### src/rtl/vga_scan_pkg.sv
`timescale 1ns/1ps
package vga_scan_pkg;

    // Default raster: 640x480 at a 25 MHz pixel clock
    localparam int DEF_H_ACTIVE = 640;
    localparam int DEF_H_FRONT  = 16;
    localparam int DEF_H_SYNC   = 96;
    localparam int DEF_H_BACK   = 48;
    localparam int DEF_V_ACTIVE = 480;
    localparam int DEF_V_FRONT  = 10;
    localparam int DEF_V_SYNC   = 2;
    localparam int DEF_V_BACK   = 33;
    localparam int DEF_WORD_W   = 8;

    // Address runs this many clocks ahead of the pixel it feeds:
    // one clock of memory latency, one clock of shifter load.
    localparam int FETCH_LEAD = 2;

    // Position inside a line, in scan order
    typedef enum logic [1:0] {
        REG_SYNC   = 2'd0,
        REG_BACK   = 2'd1,
        REG_ACTIVE = 2'd2,
        REG_FRONT  = 2'd3
    } hreg_e;

    function automatic int cnt_width(input int n);
        return (n < 2) ? 1 : $clog2(n);
    endfunction

endpackage

### src/rtl/vga_hv_timing.sv
`timescale 1ns/1ps
module vga_hv_timing import vga_scan_pkg::*; #(
    parameter  int H_ACTIVE   = DEF_H_ACTIVE,
    parameter  int H_FRONT    = DEF_H_FRONT,
    parameter  int H_SYNC     = DEF_H_SYNC,
    parameter  int H_BACK     = DEF_H_BACK,
    parameter  int V_ACTIVE   = DEF_V_ACTIVE,
    parameter  int V_FRONT    = DEF_V_FRONT,
    parameter  int V_SYNC     = DEF_V_SYNC,
    parameter  int V_BACK     = DEF_V_BACK,
    parameter  int LSTART_COL = 0,
    localparam int H_TOTAL    = H_SYNC + H_BACK + H_ACTIVE + H_FRONT,
    localparam int V_TOTAL    = V_ACTIVE + V_FRONT + V_SYNC + V_BACK,
    localparam int HW         = cnt_width(H_TOTAL),
    localparam int VW         = cnt_width(V_TOTAL)
) (
    input  logic          clk,
    input  logic          rst,
    output logic [HW-1:0] h_next,
    output logic          vis_next,
    output logic          win_next,
    output logic [VW-1:0] line_q,
    output logic          hsync_n_q,
    output logic          vsync_n_q,
    output logic          win_q,
    output logic          lstart_q
);

    localparam int ACT_BEG  = H_SYNC + H_BACK;
    localparam int ACT_END  = ACT_BEG + H_ACTIVE;
    localparam int VS_BEG   = V_ACTIVE + V_FRONT;
    localparam int VS_END   = VS_BEG + V_SYNC;

    typedef struct packed {
        logic [HW-1:0] h;
        logic [VW-1:0] v;
        logic          hs_n;
        logic          vs_n;
        logic          win;
        logic          lstart;
    } tstate_t;

    localparam tstate_t RST_STATE = '{
        h:      HW'(H_TOTAL - 1),
        v:      VW'(V_TOTAL - 1),
        hs_n:   1'b1,
        vs_n:   1'b1,
        win:    1'b0,
        lstart: 1'b0
    };

    tstate_t st_q, st_d;
    hreg_e   reg_d;
    logic    vis_d;
    logic    wrap_h;

    always_comb begin
        st_d   = st_q;
        wrap_h = (st_q.h == HW'(H_TOTAL - 1));

        // Raster position advance
        if (wrap_h) begin
            st_d.h = '0;
            if (st_q.v == VW'(V_TOTAL - 1)) begin
                st_d.v = '0;
            end else begin
                st_d.v = st_q.v + VW'(1);
            end
        end else begin
            st_d.h = st_q.h + HW'(1);
        end

        // Horizontal region of the coming position
        if (st_d.h < HW'(H_SYNC)) begin
            reg_d = REG_SYNC;
        end else if (st_d.h < HW'(ACT_BEG)) begin
            reg_d = REG_BACK;
        end else if (st_d.h < HW'(ACT_END)) begin
            reg_d = REG_ACTIVE;
        end else begin
            reg_d = REG_FRONT;
        end

        vis_d = (st_d.v < VW'(V_ACTIVE));

        // Outputs are decoded from the next position so that they
        // line up with the counter register once clocked.
        st_d.hs_n   = (reg_d != REG_SYNC);
        st_d.vs_n   = !((st_d.v >= VW'(VS_BEG)) && (st_d.v < VW'(VS_END)));
        st_d.win    = vis_d && (reg_d == REG_ACTIVE);
        st_d.lstart = vis_d && (st_d.h == HW'(LSTART_COL));
    end

    always_ff @(posedge clk) begin
        if (rst) begin
            st_q <= RST_STATE;
        end else begin
            st_q <= st_d;
        end
    end

    assign h_next    = st_d.h;
    assign vis_next  = vis_d;
    assign win_next  = st_d.win;
    assign line_q    = st_q.v;
    assign hsync_n_q = st_q.hs_n;
    assign vsync_n_q = st_q.vs_n;
    assign win_q     = st_q.win;
    assign lstart_q  = st_q.lstart;

endmodule

### src/rtl/vga_line_fetch.sv
`timescale 1ns/1ps
module vga_line_fetch import vga_scan_pkg::*; #(
    parameter  int H_ACTIVE = DEF_H_ACTIVE,
    parameter  int H_FRONT  = DEF_H_FRONT,
    parameter  int H_SYNC   = DEF_H_SYNC,
    parameter  int H_BACK   = DEF_H_BACK,
    parameter  int WORD_W   = DEF_WORD_W,
    localparam int H_TOTAL  = H_SYNC + H_BACK + H_ACTIVE + H_FRONT,
    localparam int HW       = cnt_width(H_TOTAL),
    localparam int AW       = cnt_width(H_ACTIVE / WORD_W)
) (
    input  logic          clk,
    input  logic          rst,
    input  logic [HW-1:0] h_next,
    input  logic          vis_next,
    output logic [AW-1:0] rd_addr
);

    localparam int LW        = $clog2(WORD_W);
    localparam int LOOK_BEG  = H_SYNC + H_BACK - FETCH_LEAD;
    localparam int LOOK_END  = LOOK_BEG + H_ACTIVE;

    typedef struct packed {
        logic [AW-1:0] addr;
    } fstate_t;

    fstate_t       st_q, st_d;
    logic [HW:0]   look_col;
    logic          in_fetch;

    always_comb begin
        st_d     = st_q;
        look_col = {1'b0, h_next} - (HW + 1)'(LOOK_BEG);
        in_fetch = vis_next
                && (h_next >= HW'(LOOK_BEG))
                && (h_next <  HW'(LOOK_END));
        if (in_fetch) begin
            st_d.addr = AW'(look_col >> LW);
        end else begin
            // Parked at zero: every line's fetch begins from the first byte
            st_d.addr = '0;
        end
    end

    always_ff @(posedge clk) begin
        if (rst) begin
            st_q <= '0;
        end else begin
            st_q <= st_d;
        end
    end

    assign rd_addr = st_q.addr;

endmodule

### src/rtl/vga_pix_shift.sv
`timescale 1ns/1ps
module vga_pix_shift import vga_scan_pkg::*; #(
    parameter  int H_ACTIVE = DEF_H_ACTIVE,
    parameter  int H_FRONT  = DEF_H_FRONT,
    parameter  int H_SYNC   = DEF_H_SYNC,
    parameter  int H_BACK   = DEF_H_BACK,
    parameter  int WORD_W   = DEF_WORD_W,
    localparam int H_TOTAL  = H_SYNC + H_BACK + H_ACTIVE + H_FRONT,
    localparam int HW       = cnt_width(H_TOTAL)
) (
    input  logic              clk,
    input  logic              rst,
    input  logic [HW-1:0]     h_next,
    input  logic              win_next,
    input  logic [WORD_W-1:0] rd_data,
    output logic              pixel
);

    localparam int LW      = $clog2(WORD_W);
    localparam int ACT_BEG = H_SYNC + H_BACK;

    typedef struct packed {
        logic [WORD_W-1:0] sh;
        logic              pix;
    } sstate_t;

    sstate_t       st_q, st_d;
    logic [LW-1:0] phase;

    always_comb begin
        st_d  = st_q;
        phase = LW'(h_next - HW'(ACT_BEG));
        if (win_next) begin
            if (phase == '0) begin
                // First pixel of a new unit comes straight from the read port
                st_d.pix = rd_data[WORD_W-1];
                st_d.sh  = rd_data << 1;
            end else begin
                st_d.pix = st_q.sh[WORD_W-1];
                st_d.sh  = st_q.sh << 1;
            end
        end else begin
            st_d.pix = 1'b0;
            st_d.sh  = '0;
        end
    end

    always_ff @(posedge clk) begin
        if (rst) begin
            st_q <= '0;
        end else begin
            st_q <= st_d;
        end
    end

    assign pixel = st_q.pix;

endmodule

### src/rtl/vga_mono_scanout.sv
`timescale 1ns/1ps
module vga_mono_scanout import vga_scan_pkg::*; #(
    parameter  int H_ACTIVE   = DEF_H_ACTIVE,
    parameter  int H_FRONT    = DEF_H_FRONT,
    parameter  int H_SYNC     = DEF_H_SYNC,
    parameter  int H_BACK     = DEF_H_BACK,
    parameter  int V_ACTIVE   = DEF_V_ACTIVE,
    parameter  int V_FRONT    = DEF_V_FRONT,
    parameter  int V_SYNC     = DEF_V_SYNC,
    parameter  int V_BACK     = DEF_V_BACK,
    parameter  int WORD_W     = DEF_WORD_W,
    parameter  int LSTART_COL = 0,
    localparam int H_TOTAL    = H_SYNC + H_BACK + H_ACTIVE + H_FRONT,
    localparam int V_TOTAL    = V_ACTIVE + V_FRONT + V_SYNC + V_BACK,
    localparam int HW         = cnt_width(H_TOTAL),
    localparam int VW         = cnt_width(V_TOTAL),
    localparam int AW         = cnt_width(H_ACTIVE / WORD_W)
) (
    input  logic              clk,
    input  logic              rst,
    output logic [AW-1:0]     rd_addr,
    input  logic [WORD_W-1:0] rd_data,
    output logic              hsync_n,
    output logic              vsync_n,
    output logic              pixel,
    output logic              pix_window,
    output logic              line_start,
    output logic [VW-1:0]     line_num
);

    logic [HW-1:0] h_next;
    logic          vis_next;
    logic          win_next;

    vga_hv_timing #(
        .H_ACTIVE   (H_ACTIVE),
        .H_FRONT    (H_FRONT),
        .H_SYNC     (H_SYNC),
        .H_BACK     (H_BACK),
        .V_ACTIVE   (V_ACTIVE),
        .V_FRONT    (V_FRONT),
        .V_SYNC     (V_SYNC),
        .V_BACK     (V_BACK),
        .LSTART_COL (LSTART_COL)
    ) timing_i (
        .clk       (clk),
        .rst       (rst),
        .h_next    (h_next),
        .vis_next  (vis_next),
        .win_next  (win_next),
        .line_q    (line_num),
        .hsync_n_q (hsync_n),
        .vsync_n_q (vsync_n),
        .win_q     (pix_window),
        .lstart_q  (line_start)
    );

    vga_line_fetch #(
        .H_ACTIVE (H_ACTIVE),
        .H_FRONT  (H_FRONT),
        .H_SYNC   (H_SYNC),
        .H_BACK   (H_BACK),
        .WORD_W   (WORD_W)
    ) fetch_i (
        .clk      (clk),
        .rst      (rst),
        .h_next   (h_next),
        .vis_next (vis_next),
        .rd_addr  (rd_addr)
    );

    vga_pix_shift #(
        .H_ACTIVE (H_ACTIVE),
        .H_FRONT  (H_FRONT),
        .H_SYNC   (H_SYNC),
        .H_BACK   (H_BACK),
        .WORD_W   (WORD_W)
    ) shift_i (
        .clk      (clk),
        .rst      (rst),
        .h_next   (h_next),
        .win_next (win_next),
        .rd_data  (rd_data),
        .pixel    (pixel)
    );

endmodule

### config.mk
export PLATFORM = sky130hd
export DESIGN_NAME = vga_mono_scanout
export DESIGN_NICKNAME = d
export VERILOG_FILES = /design/src/rtl/vga_scan_pkg.sv /design/src/rtl/vga_hv_timing.sv /design/src/rtl/vga_line_fetch.sv /design/src/rtl/vga_pix_shift.sv /design/src/rtl/vga_mono_scanout.sv
export SDC_FILE = /design/constraint.sdc
export NUM_CORES = 1
export LEC_CHECK = 0
export ABC_CLOCK_PERIOD_IN_PS = 4100
export BUFFER_PORTS_ARGS = -buffer_cell sky130_fd_sc_hd__buf_2
export CAP_MARGIN = 10
export CELL_PAD_IN_SITES_DETAIL_PLACEMENT = 0
export CELL_PAD_IN_SITES_GLOBAL_PLACEMENT = 2
export CORE_MARGIN = 2
export CORE_UTILIZATION = 37
export CTS_BUF_LIST = sky130_fd_sc_hd__clkbuf_16
export DETAILED_ROUTE_END_ITERATION = 16
export PLACE_DENSITY = 0.95
export SETUP_SLACK_MARGIN = 0.2
export SYNTH_ARGS = -nofsm -noshare
export SYNTH_HDL_FRONTEND = slang
export SYNTH_SLANG_ARGS = --single-unit
### constraint.sdc
create_clock -name clk -period 4.1 [get_ports clk]
set_clock_uncertainty 0.1 [all_clocks]
set_input_delay 0.205 -clock clk [delete_from_list [all_inputs] [get_ports clk]]
set_output_delay 0.205 -clock clk [all_outputs]
set_load 0.01 [all_outputs]
### After elaboration in Yosys (flattened, before gate mapping)

Index checks and enable logic that the tools add are counted.

* add/sub/neg operators: 4
* order comparisons: 8
* equality and inequality tests: 3
* muxes and demuxes: 7
* bitwise logic cells: 2
* reductions and logical operators: 11

Operators with widths (count)
* $mux W10: 3
* $add A10 B1 Y10 const B: 2
* $eq A10 B10 Y1 const B: 2
* $lt A10 B10 Y1 const B: 2
* $lt A10 B9 Y1 const B: 2
* $ge A10 B8 Y1 const B: 1
* $ge A10 B9 Y1 const B: 1
* $logic_not A10 Y1: 1
* $lt A10 B7 Y1 const B: 1
* $lt A10 B8 Y1 const B: 1
* $sub A10 B8 Y10 const B: 1
* $mux W9: 1
* $logic_and A1 B1 Y1: 5
* $mux W2: 2
* $reduce_or A2 Y1: 2
* $logic_not A3 Y1: 1
* $sub A3 B1 Y3 const B: 1
* $eq A2 B2 Y1 const B: 1
* $not A1 Y1: 2
* $reduce_bool A2 Y1: 1
* $logic_not A1 Y1: 1
* $mux W1: 1

* register bits: 40
* logic and storage cells: 44

### Longest topological paths before layout

* word-level depth: 10
* mapped depth: 9
* gate-level depth less buffers: 8

### Hierarchy

A second synthesis with hierarchy kept.

* cell total of the unflattened synthesis: 250
* area total of the unflattened synthesis: 2215.9 um^2

Modules (own cells, without submodules)
* vga_hv_timing: instances 1, cells an instance 182, area an instance 1491.4 um^2, seq. area each 480.5 um^2
* vga_pix_shift: instances 1, cells an instance 36, area an instance 369.1 um^2, seq. area each 160.2 um^2
* vga_line_fetch: instances 1, cells an instance 32, area an instance 355.3 um^2, seq. area each 140.1 um^2

### Worst setup path before layout

Ideal clock, no wire load.

* path type: register to register
* start point: register timing_i.st_q[23] (netlist bit)
* end point: register shift_i.st_q (netlist bit shift_i.pixel)
* library setup time: 0.150 ns
* arrival time: 2.267 ns
* required time: 3.850 ns
* slack: 1.583 ns
* stages on the path, launching flop included: 9
* path buffers: 2
* clock period less this slack: 2.517 ns
* cells stage by stage: dfxtp_1 -> or3b_4 -> or3_1 -> buf_2 -> or3_1 -> a211o_1 -> nand2_4 -> buf_12 -> nor3_2

* cells in the longest elaborated chain, start to end: 10
* elaborated cells on any way between the ends: 18
* classes of those cells: add/sub (2); order compare (4); eq/ne (2); mux (6); bitwise (1); reduce/logical (3)

RTL lines
* start, declared: line vga_hv_timing.sv:52 `tstate_t st_q, st_d;`
* start signal, assigned: line vga_hv_timing.sv:98 `st_q <= st_d;`
* $add A10 B1 Y10 / $eq A10 B10 Y1 (equally long branches): line vga_hv_timing.sv:70, vga_hv_timing.sv:59
* $mux W10: line vga_hv_timing.sv:62 `if (wrap_h) begin`
* $lt A10 B10 Y1: line vga_hv_timing.sv:78 `end else if (st_d.h < HW'(ACT_END)) begin`
* $mux W1: line vga_hv_timing.sv:78
* $mux W2: line vga_hv_timing.sv:76 `end else if (st_d.h < HW'(ACT_BEG)) begin`
* $mux W2: line vga_hv_timing.sv:74 `if (st_d.h < HW'(H_SYNC)) begin`
* $eq A2 B2 Y1: line vga_hv_timing.sv:90 `st_d.win = vis_d && (reg_d == REG_ACTIVE);`
* $logic_and A1 B1 Y1: line vga_hv_timing.sv:90
* $not A1 Y1 (no source line)
* $reduce_or A2 Y1 (no source line)
* end signal, assigned: line vga_pix_shift.sv:52 `st_q <= st_d;`
* end, declared: line vga_pix_shift.sv:27 `sstate_t st_q, st_d;`

Parallel ways exist; a longest one is shown, timed or not.
A chain may end at the register's enable or synchronous reset.

### Worst setup path in the final report

* start point: register timing_i.st_q[14] (netlist bit)
* end point: register fetch_i.st_q (netlist bit fetch_i.rd_addr[1])

* cells in the longest elaborated chain, start to end: 7
* elaborated cells on any way between the ends: 12
* classes of those cells: add/sub (2); order compare (3); eq/ne (1); mux (2); bitwise (1); reduce/logical (3)

RTL lines
* $add A10 B1 Y10 / $eq A10 B10 Y1 (equally long branches): line vga_hv_timing.sv:70, vga_hv_timing.sv:59
* $mux W10: line vga_hv_timing.sv:62
* $ge A10 B8 Y1 / $lt A10 B9 Y1 (equally long branches): line vga_line_fetch.sv:35, vga_hv_timing.sv:84
* $logic_and A1 B1 Y1: line vga_line_fetch.sv:35 `&& (h_next >= HW'(LOOK_BEG))`
* $logic_and A1 B1 Y1: line vga_line_fetch.sv:36 `&& (h_next < HW'(LOOK_END));`
* $not A1 Y1 (no source line)
* $reduce_or A2 Y1 (no source line)
* end signal, assigned: line vga_line_fetch.sv:49 `st_q <= st_d;`
* end, declared: line vga_line_fetch.sv:27 `fstate_t st_q, st_d;`

Parallel ways exist; a longest one is shown, timed or not.

==> reports/metrics.csv <==
stage,metric,value,unit
setup_path,CP required,4140,ps
timing,Tcrit/Tclk final,72.3,%
setup_path,largest fanout on the critical path,17,
job,MaxCap Viol Count,0,
clocking,"Setup Fix Bufs, Post-CTS",0,
logic_synthesis,"Async S/R FF share, synth",0,%
place,Port Buffers,31,
floorplan,floorplan row count,28,
detailed_routing,DRT Pass-1 Iters,4,
logic_synthesis,post-synthesis cell area,2250,sq um
floorplan,core area,5920,sq um
timing,Tmin final,2970,ps
logic_synthesis,register area share after synthesis,34.6,%
global_routing,vias in the first global route,1729,
floorplan,Die W,82.1,um
clocking,CTS hold repair buffers,0,
setup_path,"slowest stage delay, CP",510,ps
clocking,later-pin clock latency in the skew report,280,ps
final_layout,"commonest non-fill, non-tap cell in the layout",dfxtp_1,
logic_synthesis,Synth Instances,262,
detailed_routing,via count,1920,
final_layout,register area,781,sq um
logic_synthesis,largest cells by area after synthesis,"dfxtp_1 35%, nor3_2 4.0%, xnor2_1 3.9%",
place,DP HPWL,3560,um
global_routing,Total GRT Usage,16.0,%
setup_path,critical path class,flip-flop to flip-flop,
floorplan,Initial Util,38.1,%
min_path,Worst Hold Class,input port to flip-flop,
logic_synthesis,Synth area leader,dfxtp_1,
setup_path,critical path startpoint category,flip-flop,
detailed_routing,antenna-violating nets left,0,
setup_path,most frequent CP cell,or3_1,
final_layout,Antenna diodes,0,
global_routing,first-pass GRT wire length,8270,um
power,Power Density,778,nW/um^2
clocking,Root Buffer,clkbuf_16,
global_routing,GR Overflow Total,0,
clocking,# resized after CTS,0,
global_routing,largest net degree at the start of global routing,19,
logic_synthesis,Post-synth EDFFs,0,
setup_path,"Slowest-stage cell, CP",or3_1,
status,status,finished clean,
logic_synthesis,post-synth net total,276,
clocking,CTS tree,done,
clocking,CTS Buf Count,5,
power,Max rail drop VDD,0.283,mV
timing,slew margin rel.,58.4,%
timing,RSZ-0062 raised after global routing,false,
final_layout,share of layout cells above drive strength 1,21.6,%
logic_synthesis,top_reg_cell synth,dfxtp_1,
global_routing,antenna violations before repair,0,
detailed_routing,DRC,0,
timing,Achievable Freq,337,MHz
logic_synthesis,synthesized area per cell,8.61,sq um
final_layout,Filler Cells Inserted,616,
clocking,htree depth,2,
final_layout,"commonest cells after routing, fill and taps aside","39 x dfxtp_1, 31 x buf_2, 16 x nand2_1",
timing,Final TNS setup,0,ps
place,RePlAce Congestion,0.809,
detailed_routing,DRT Wirelength,4980,um
detailed_routing,routed len/inst,14.1,um
clocking,CTS Buffer Depth,2,
floorplan,die area,6730,sq um
clocking,clk slew on worst S/H paths,60,ps
power,total design power,1.97,mW
final_layout,area of the multi-input gates,1290,sq um
setup_path,Crit. End Element,flip-flop,
setup_path,Worst EP arrival,3010,ps
timing,Slew Limit Fails,0,
timing,Slew @ Worst Pin,620,ps
logic_synthesis,Ys Warns,0,
detailed_routing,routed vias/inst,5.44,
logic_synthesis,count of cell types in the netlist,52,
timing,endpoints failing hold,0,
setup_path,CP Cell Sequence,"ha_1, nand2_1, or3_1, or3_1, a211o_1, nand2_4, nor4_1",
timing,final setup violation count,0,
floorplan,IO Pins,32,
detailed_routing,1st-iter DRT viols,112,
clocking,# clock sinks,39,
power,Leak,1.02,nW
final_layout,Nets,291,
logic_synthesis,Synth top area share,34.6,%
final_layout,synthesis-to-finish area growth,12.2,%
floorplan,Die H,82.1,um
logic_synthesis,Yosys reg bits,39,
## synthesized netlist by cell type, types with 2 or more instances
| cell type | number |
|---|---|
| dfxtp_1 | 39 |
| nand2_1 | 16 |
| a21oi_1 | 15 |
| nor2_1 | 14 |
| buf_4 | 10 |
| nand4_1 | 10 |
| xnor2_1 | 10 |
| nor3_2 | 9 |
| o21ai_0 | 9 |
| nor4_1 | 8 |
| buf_2 | 7 |
| clkbuf_1 | 7 |
| inv_1 | 7 |
| mux2i_1 | 7 |
| nand3_1 | 7 |
| xor2_1 | 7 |
| a21o_1 | 6 |
| and3_1 | 6 |
| nor3_1 | 6 |
| or3_1 | 5 |
| a211o_1 | 4 |
| and2_1 | 4 |
| ha_1 | 4 |
| nand4b_1 | 4 |
| o211ai_1 | 4 |
| nand2b_1 | 3 |
| nor2b_1 | 3 |
| or2_2 | 3 |
| a211oi_1 | 2 |
| and4_1 | 2 |
| o22ai_1 | 2 |
| o2bb2ai_1 | 2 |
## worst max-delay path: cells and delay by family (launching register included)
kind,cells,cell delay (ps)
flip-flops,1,450
AO/OA/AOI/OAI,1,360
AND/OR/NAND/NOR,5,1470
adder cells (fa/ha/maj),1,430
## stage by stage
| stage | hold slack (ps) | instance area, sq um | std cells | utilization (%) | setup WS (ps) |
|---|---|---|---|---|---|
| CTS | 56.4 | 2530 | 353 | 42.7 | 1160 |
| global placement | 343 | 2370 | 345 | 40.0 | 1300 |
| floorplan | 224 | 2250 | 262 | - | 1580 |
| finish | 51.2 | 2530 | 353 | 42.7 | 1130 |
| detailed placement | 351 | 2370 | 345 | 40.0 | 1180 |
| global route | 78.2 | 2530 | 353 | 42.7 | 982 |
## cell families after synthesis
group / Yosys count / share of synthesized area [%]
AO/OA/AOI/OAI: 53 / 15.6
XOR/XNOR: 17 / 6.60
adder cells (fa/ha/maj): 4 / 2.22
buffers and inverters: 33 / 8.27
flip-flops: 39 / 34.6
multiplexers: 7 / 3.11
AND/OR/NAND/NOR: 109 / 29.6
## layout make-up
| type | count | share of cell area, % |
|---|---|---|
| Clock buffer | 5 | 4.95 |
| Clock inverter | 3 | 1.53 |
| Inverter | 7 | 1.04 |
| Multi-Input combinational cell | 190 | 50.9 |
| Sequential cell | 39 | 30.9 |
| Tap cell | 75 | 3.71 |
| Timing Repair Buffer | 34 | 7.02 |
## metal layers
metal,global-route usage [%],share of wire (%),vias to the layer above,wire (um)
li1,-,-,975,-
met1,22.7,50,915,2480
met2,23.8,46,22,2300
met3,3.08,2.7,8,136
met4,5.83,1.2,0,61
met5,0,0,-,0
## registers in the layout, indices dropped and copies added (netlist names)
| signal | cells |
|---|---|
| timing_i.line_q | 10 |
| timing_i.lstart_q | 1 |
| shift_i.st_q | 7 |
| timing_i.hsync_n_q | 1 |
| fetch_i.rd_addr | 7 |
| shift_i.pixel | 1 |
| timing_i.win_q | 1 |
| timing_i.st_q | 10 |
| timing_i.vsync_n_q | 1 |
## power by group
group	switching [mW]	internal [mW]	leakage [nW]
Clock	0.148	0.284	0.0812
Sequential	0.135	0.457	0.317
Combinational	0.568	0.378	0.617
## worst paths after layout
kind         cells after the start         startpoint                  to  slack [ps]
min                              3         rd_data[0]     shift_i.st_q[2]          50
max                              7  timing_i.st_q[14]  fetch_i.rd_addr[1]        1130
min reg2reg                      2    shift_i.st_q[7]     shift_i.st_q[8]         400
max reg2reg                      7  timing_i.st_q[14]  fetch_i.rd_addr[1]        1130
(Power assumes the default switching activity.)
